==> src/rtl/lcdt_pkg.sv <==
package lcdt_pkg;
  localparam int unsigned NWORDS = 4;

  typedef enum logic [2:0] {
    A_SYNC    = 3'd0,
    A_VPORCH  = 3'd1,
    A_HPORCH  = 3'd2,
    A_SIZE    = 3'd3,
    A_CTRL    = 3'd4,
    A_IRQ_SET = 3'd5,
    A_IRQ_CLR = 3'd6,
    A_STATUS  = 3'd7
  } lcdt_addr_e;
endpackage

==> src/rtl/lcdt_rst_sync.sv <==
module lcdt_rst_sync (
  input  logic clk,
  input  logic rst_n,
  output logic rst_sync_n
);
  logic stage1_q, stage2_q;

  always_ff @(posedge clk or negedge rst_n) begin
    if (!rst_n) begin
      stage1_q <= 1'b0;
      stage2_q <= 1'b0;
    end else begin
      stage1_q <= 1'b1;
      stage2_q <= stage1_q;
    end
  end

  assign rst_sync_n = stage2_q;
endmodule

==> src/rtl/lcdt_cfg.sv <==
module lcdt_cfg
  import lcdt_pkg::*;
#(
  parameter int DW = 32,
  parameter int AW = 3
) (
  input  logic                 clk,
  input  logic                 rst_n,
  input  logic                 wr_en,
  input  logic [AW-1:0]        wr_addr,
  input  logic [DW-1:0]        wr_data,
  input  logic                 rd_en,
  input  logic [AW-1:0]        rd_addr,
  input  logic                 frame_end,
  output logic [NWORDS*DW-1:0] act_flat,
  output logic                 hpol,
  output logic                 vpol,
  output logic                 sof_flag,
  output logic                 irq_en,
  output logic [DW-1:0]        rd_data
);
  logic [NWORDS*DW-1:0] pend_flat;

  // Pending and working copies of the timing words
  for (genvar i = 0; i < NWORDS; i++) begin : g_word
    logic [DW-1:0] pend_d, pend_q, act_d, act_q;

    always_comb begin
      pend_d = pend_q;
      if (wr_en && (wr_addr == AW'(i))) pend_d = wr_data;
    end

    always_comb begin
      act_d = act_q;
      if (frame_end) act_d = pend_q;
    end

    always_ff @(posedge clk or negedge rst_n) begin
      if (!rst_n) begin
        pend_q <= '0;
        act_q  <= '0;
      end else begin
        pend_q <= pend_d;
        act_q  <= act_d;
      end
    end

    assign pend_flat[i*DW +: DW] = pend_q;
    assign act_flat[i*DW +: DW]  = act_q;
  end

  // Polarity, interrupt enable and sticky flag
  logic [1:0] pol_d, pol_q;
  logic       en_d, en_q;
  logic       sof_d, sof_q;
  logic       stat_rd;

  assign stat_rd = rd_en && (rd_addr == AW'(A_STATUS));

  always_comb begin
    pol_d = pol_q;
    en_d  = en_q;
    sof_d = sof_q;
    if (wr_en && (wr_addr == AW'(A_CTRL)))                  pol_d = wr_data[1:0];
    if (wr_en && (wr_addr == AW'(A_IRQ_SET)) && wr_data[0]) en_d  = 1'b1;
    if (wr_en && (wr_addr == AW'(A_IRQ_CLR)) && wr_data[0]) en_d  = 1'b0;
    if (stat_rd)   sof_d = 1'b0;
    if (frame_end) sof_d = 1'b1;
  end

  always_ff @(posedge clk or negedge rst_n) begin
    if (!rst_n) begin
      pol_q <= 2'b00;
      en_q  <= 1'b0;
      sof_q <= 1'b0;
    end else begin
      pol_q <= pol_d;
      en_q  <= en_d;
      sof_q <= sof_d;
    end
  end

  assign hpol     = pol_q[0];
  assign vpol     = pol_q[1];
  assign irq_en   = en_q;
  assign sof_flag = sof_q;

  always_comb begin
    rd_data = '0;
    if (rd_en) begin
      if (rd_addr < AW'(NWORDS)) begin
        rd_data = pend_flat[rd_addr*DW +: DW];
      end else if (rd_addr == AW'(A_CTRL)) begin
        rd_data = {{(DW-2){1'b0}}, pol_q};
      end else if (rd_addr == AW'(A_STATUS)) begin
        rd_data = {{(DW-2){1'b0}}, en_q, sof_q};
      end
    end
  end
endmodule

==> src/rtl/lcdt_axis.sv <==
module lcdt_axis #(
  parameter int CW = 18
) (
  input  logic          clk,
  input  logic          rst_n,
  input  logic          step,
  input  logic [CW-1:0] len_sync,
  input  logic [CW-1:0] len_back,
  input  logic [CW-1:0] len_act,
  input  logic [CW-1:0] len_front,
  output logic [CW-1:0] cnt,
  output logic          last,
  output logic          in_sync,
  output logic          in_act
);
  logic [CW-1:0] act_start, act_stop, total;
  logic [CW-1:0] cnt_d, cnt_q;

  assign act_start = len_sync + len_back;
  assign act_stop  = act_start + len_act;
  assign total     = act_stop + len_front;

  assign last    = (cnt_q == total - CW'(1));
  assign in_sync = (cnt_q < len_sync);
  assign in_act  = (cnt_q >= act_start) && (cnt_q < act_stop);

  always_comb begin
    cnt_d = cnt_q;
    if (step) cnt_d = last ? '0 : cnt_q + CW'(1);
  end

  always_ff @(posedge clk or negedge rst_n) begin
    if (!rst_n) cnt_q <= '0;
    else        cnt_q <= cnt_d;
  end

  assign cnt = cnt_q;
endmodule

==> src/rtl/lcdt_timing_gen.sv <==
module lcdt_timing_gen
  import lcdt_pkg::*;
#(
  parameter int DW = 32,
  parameter int AW = 3,
  localparam int FW = DW / 2,
  localparam int CW = FW + 2
) (
  input  logic          clk,
  input  logic          rst_n,
  input  logic          pix_en,
  input  logic          wr_en,
  input  logic [AW-1:0] wr_addr,
  input  logic [DW-1:0] wr_data,
  input  logic          rd_en,
  input  logic [AW-1:0] rd_addr,
  output logic [DW-1:0] rd_data,
  output logic          hsync,
  output logic          vsync,
  output logic          de,
  output logic [CW-1:0] h_cnt,
  output logic [CW-1:0] v_cnt,
  output logic          irq
);
  logic                 rst_sync_n;
  logic [NWORDS*DW-1:0] act_flat;
  logic                 hpol, vpol, sof_flag, irq_en;
  logic                 h_last, v_last, h_sync_ph, v_sync_ph, h_act, v_act;
  logic                 frame_end;

  lcdt_rst_sync u_rst (
    .clk        (clk),
    .rst_n      (rst_n),
    .rst_sync_n (rst_sync_n)
  );

  lcdt_cfg #(.DW(DW), .AW(AW)) u_cfg (
    .clk       (clk),
    .rst_n     (rst_sync_n),
    .wr_en     (wr_en),
    .wr_addr   (wr_addr),
    .wr_data   (wr_data),
    .rd_en     (rd_en),
    .rd_addr   (rd_addr),
    .frame_end (frame_end),
    .act_flat  (act_flat),
    .hpol      (hpol),
    .vpol      (vpol),
    .sof_flag  (sof_flag),
    .irq_en    (irq_en),
    .rd_data   (rd_data)
  );

  function automatic logic [CW-1:0] widen(input logic [FW-1:0] f, input logic biased);
    return {2'b00, f} + (biased ? CW'(1) : CW'(0));
  endfunction

  logic [DW-1:0] w_sync, w_vp, w_hp, w_size;
  assign w_sync = act_flat[A_SYNC*DW   +: DW];
  assign w_vp   = act_flat[A_VPORCH*DW +: DW];
  assign w_hp   = act_flat[A_HPORCH*DW +: DW];
  assign w_size = act_flat[A_SIZE*DW   +: DW];

  logic [CW-1:0] hs_len, hb_len, ha_len, hf_len;
  logic [CW-1:0] vs_len, vb_len, va_len, vf_len;

  assign hs_len = widen(w_sync[FW-1:0],  1'b1);
  assign vs_len = widen(w_sync[DW-1:FW], 1'b1);
  assign vf_len = widen(w_vp[FW-1:0],    1'b1);
  assign vb_len = widen(w_vp[DW-1:FW],   1'b0);
  assign hf_len = widen(w_hp[FW-1:0],    1'b1);
  assign hb_len = widen(w_hp[DW-1:FW],   1'b1);
  assign ha_len = widen(w_size[FW-1:0],  1'b1);
  assign va_len = widen(w_size[DW-1:FW], 1'b1);

  lcdt_axis #(.CW(CW)) u_h (
    .clk       (clk),
    .rst_n     (rst_sync_n),
    .step      (pix_en),
    .len_sync  (hs_len),
    .len_back  (hb_len),
    .len_act   (ha_len),
    .len_front (hf_len),
    .cnt       (h_cnt),
    .last      (h_last),
    .in_sync   (h_sync_ph),
    .in_act    (h_act)
  );

  lcdt_axis #(.CW(CW)) u_v (
    .clk       (clk),
    .rst_n     (rst_sync_n),
    .step      (pix_en && h_last),
    .len_sync  (vs_len),
    .len_back  (vb_len),
    .len_act   (va_len),
    .len_front (vf_len),
    .cnt       (v_cnt),
    .last      (v_last),
    .in_sync   (v_sync_ph),
    .in_act    (v_act)
  );

  assign frame_end = pix_en && h_last && v_last;
  assign hsync     = h_sync_ph ^ hpol;
  assign vsync     = v_sync_ph ^ vpol;
  assign de        = h_act && v_act;
  assign irq       = sof_flag && irq_en;
endmodule

==> config.mk <==
export PLATFORM = sky130hd
export DESIGN_NAME = lcdt_timing_gen
export DESIGN_NICKNAME = d
export VERILOG_FILES = /design/src/rtl/lcdt_pkg.sv /design/src/rtl/lcdt_rst_sync.sv /design/src/rtl/lcdt_cfg.sv /design/src/rtl/lcdt_axis.sv /design/src/rtl/lcdt_timing_gen.sv
export SDC_FILE = /design/constraint.sdc
export NUM_CORES = 1
export LEC_CHECK = 0
export BUFFER_PORTS_ARGS = -buffer_cell sky130_fd_sc_hd__buf_2
export CAP_MARGIN = 20
export CELL_PAD_IN_SITES_DETAIL_PLACEMENT = 1
export CELL_PAD_IN_SITES_GLOBAL_PLACEMENT = 1
export CORE_MARGIN = 1
export CORE_UTILIZATION = 30
export DETAILED_ROUTE_END_ITERATION = 8
export PLACE_DENSITY = 0.66
export SLEW_MARGIN = 20
export SYNTH_ARGS = -nofsm -noshare
export SYNTH_HDL_FRONTEND = slang
export SYNTH_SLANG_ARGS = --single-unit
==> constraint.sdc <==
create_clock -name clk -period 8.9 [get_ports clk]
set_input_delay 1.335 -clock clk [delete_from_list [all_inputs] [get_ports clk]]
set_output_delay 1.335 -clock clk [all_outputs]
set_load 0.03 [all_outputs]
==> impl_metrics.tcl <==
set metrics [dict create \
    port_buffers 114 \
    dp.cells 2992 \
    worstHoldStart "u_rst.stage1_q" \
    rsz0062_at_grt "false" \
    remaining_drc_errors 0 \
    dpl_cell_area_um2 22970 \
    ios 115 \
    hold_path.class "reg2reg" \
    ys_seq_elements 298 \
    initial_utilization_pct 30.34 \
    diodes 0 \
    wire_per_inst_um 22.26 \
    p_leak_nw 11.46 \
    fin_area_um2 24260 \
    nets 2343 \
    wl_um 68000 \
    finalHoldViolations 0 \
    postSynthAreaPerCell_um2 10.82 \
    cts_buffer_depth 3 \
    core_um2 70150 \
    final_max_slew_viol_count 0 \
    layout.cells.most_common_list "295 x dfrtp_1, 203 x ha_1, 150 x mux2_2" \
    layout-drive-gt1-share_pct 24.16 \
    layout.cells.non_filler 3055 \
    antenna_found_initial 2 \
    final.setup_skew_ns 0.02327 \
    cts-htree-levels 2 \
    required_ns 7.57 \
    cp_slowest_stage_delay_ns 0.55 \
    drt_iter0_drc 736 \
    cp-start-kind "flop" \
    overflow 0 \
    period_needed_ns 8.464 \
    hpwl_um 52940 \
    synth.net_count 2220 \
    slew_headroom_pct 28.62 \
    drv_cap 0 \
    worst_ep_arrival_time_ns 7.13 \
    gp_congestion 0.8936 \
    clock-sinks 298 \
    tightest_slew_ns 1.054 \
    rows 97 \
    fp.dieH_um 268.4 \
    grt_pass1_vias 16740 \
    die_w_um 268.4 \
    final_common_cell "dfrtp_1" \
    worstSetupPathType "reg2out" \
    worst_path_max_delay_cell "or4_1" \
    dieArea_um2 72030 \
    cts_buffers 36 \
    ys_async_sr_fraction_pct 100.0 \
    postSynthCellCount 1967 \
    p_per_area_nw_per_um2 152.3 \
    vias_per_cell 5.194 \
    synth_cell_types 89 \
    dr_total_vias 15870 \
    critical_path.top_delay_family "compound AO/OA/AOI/OAI gates" \
    fin_crit_sh_pct 95.10 \
    synth_warnings 0 \
    path_clk_slew_ns 0.06 \
    grt_pass1_wl_um 103800 \
    synth_edf_count 0 \
    reg2reg_from "u_cfg.g_word[0].act_q[0]" \
    tns_ns 0 \
    endpoint_kind "output port" \
    syn_area_um2 21290 \
    fmax_mhz 118.2 \
    cp-startpoint "u_cfg.g_word[0].act_q[0]" \
    drtPass1Iterations 5 \
    cts_tree "done" \
    setup_violations 0 \
    insertion_delay_ns 0.58 \
    root_buffer "clkbuf_16" \
    peakVddDrop_uv 110.2 \
    syn2layout_area_growth_pct 13.97 \
    path_buf_inv 2 \
    ys.flop_type "dfrtp_1" \
    ant_nets 0 \
    status "completed" \
    cts_setup_buffers 0 \
    crit_fanout 8 \
    hold_buffers 0 \
    grt_max_degree 165 \
    yosysSeqAreaShare_pct 35.03 \
    grtUsageTotal_pct 18.87 \
]
==> state kept, by name, summed over array words and instances, names as in the netlist <==
register / count
u_cfg.g_word.act_q: 128
u_cfg.g_word.pend_q: 128
u_cfg.irq_en: 1
u_cfg.pol_q: 2
u_cfg.sof_flag: 1
u_h.cnt: 18
u_rst.rst_sync_n: 1
u_rst.stage1_q: 1
u_v.cnt: 18
==> what timing repair did <==
item / 4_1_cts / 5_1_grt
pin swaps: 0 / 2
endpoints found under the setup margin: 1 / 129
gates resized for setup: 2 / 16
==> per-layer routing <==
metal	wire length [um]	global-route usage, %	vias to the layer above
met5	22	0	-
met4	1442	4.484	4
met3	1964	2.300	88
met2	32390	31.64	227
met1	32180	25.75	8173
li1	-	-	7377
==> final timing paths <==
check	end	slack, ns	cells past startpoint
min reg2reg	u_rst.rst_sync_n	0.35	0
min	u_rst.rst_sync_n	0.35	0
max reg2reg	u_v.cnt[0]	0.61	33
max in group asynchronous	u_cfg.g_word[0].pend_q[15]	6.90	1
min in group asynchronous	u_cfg.g_word[3].pend_q[19]	0.42	0
max	de	0.44	31
==> cells in the mapped netlist (all sizes together), types with 12 or more instances <==
cell type  count  area (um^2)
clkbuf        23        86.33
and3          19        118.9
nand2b        24        150.1
nand4         28        175.2
nor2b         55        344.1
o21ai         84        424.2
o21a          31        232.7
nand3         44        220.2
nor2          87        326.6
a21oi         94        470.5
mux2         259         3292
nand2         98        370.4
a211oi        20        162.7
o21bai        12        90.09
buf           22        187.7
ha           204         2552
and2          13        81.33
a21o          62        465.5
nor3          19        105.1
xor2          59        516.8
inv          139        521.8
mux4          32        720.7
xnor2         96        859.6
dfrtp        298         7457
==> kinds of logic after synthesis <==
family	share of synthesized area, %
buf+inv	3.738
xor+xnor	6.577
flops	35.03
fa+ha+maj	12.56
other cells	0.01762
mux	19.13
compound gates	12.57
simple gates	10.38
==> area by class of cell <==
cell class | count | area (um^2)
clock inverters | 12 | 177.7
clock buffers | 51 | 1037
fillers | 7893 | 45890
inverters | 139 | 521.8
flip-flops and latches | 298 | 7463
multi-input cells | 1485 | 13140
well taps | 940 | 1176
repair buffers | 130 | 740.7
==> power by group <==
group          internal, W  switching, W
Clock             0.000885      0.000636
Combinational     0.000263      0.000237
Sequential         0.00150      0.000178
Total              0.00264       0.00105
==> metrics by stage <==
| step | util, % | hold WS, ns | power, W | setup WS (ns) |
|---|---|---|---|---|
| 3_5_place_dp | 32.75 | 0.3378 | 0.002206 | 0.1869 |
| 6_report | 34.58 | 0.3493 | 0.003695 | 0.4364 |
| 5_1_grt | 34.58 | 0.3566 | 0.003855 | 0.02565 |
| 3_3_place_gp | 32.75 | 0.3347 | 0.002177 | 0.5507 |
| 2_1_floorplan | - | 0.3311 | 0.001991 | 1.877 |
| 4_1_cts | 34.49 | 0.3521 | 0.003750 | 0.03703 |
No activity file was read; power rests on OpenSTA's default activity.
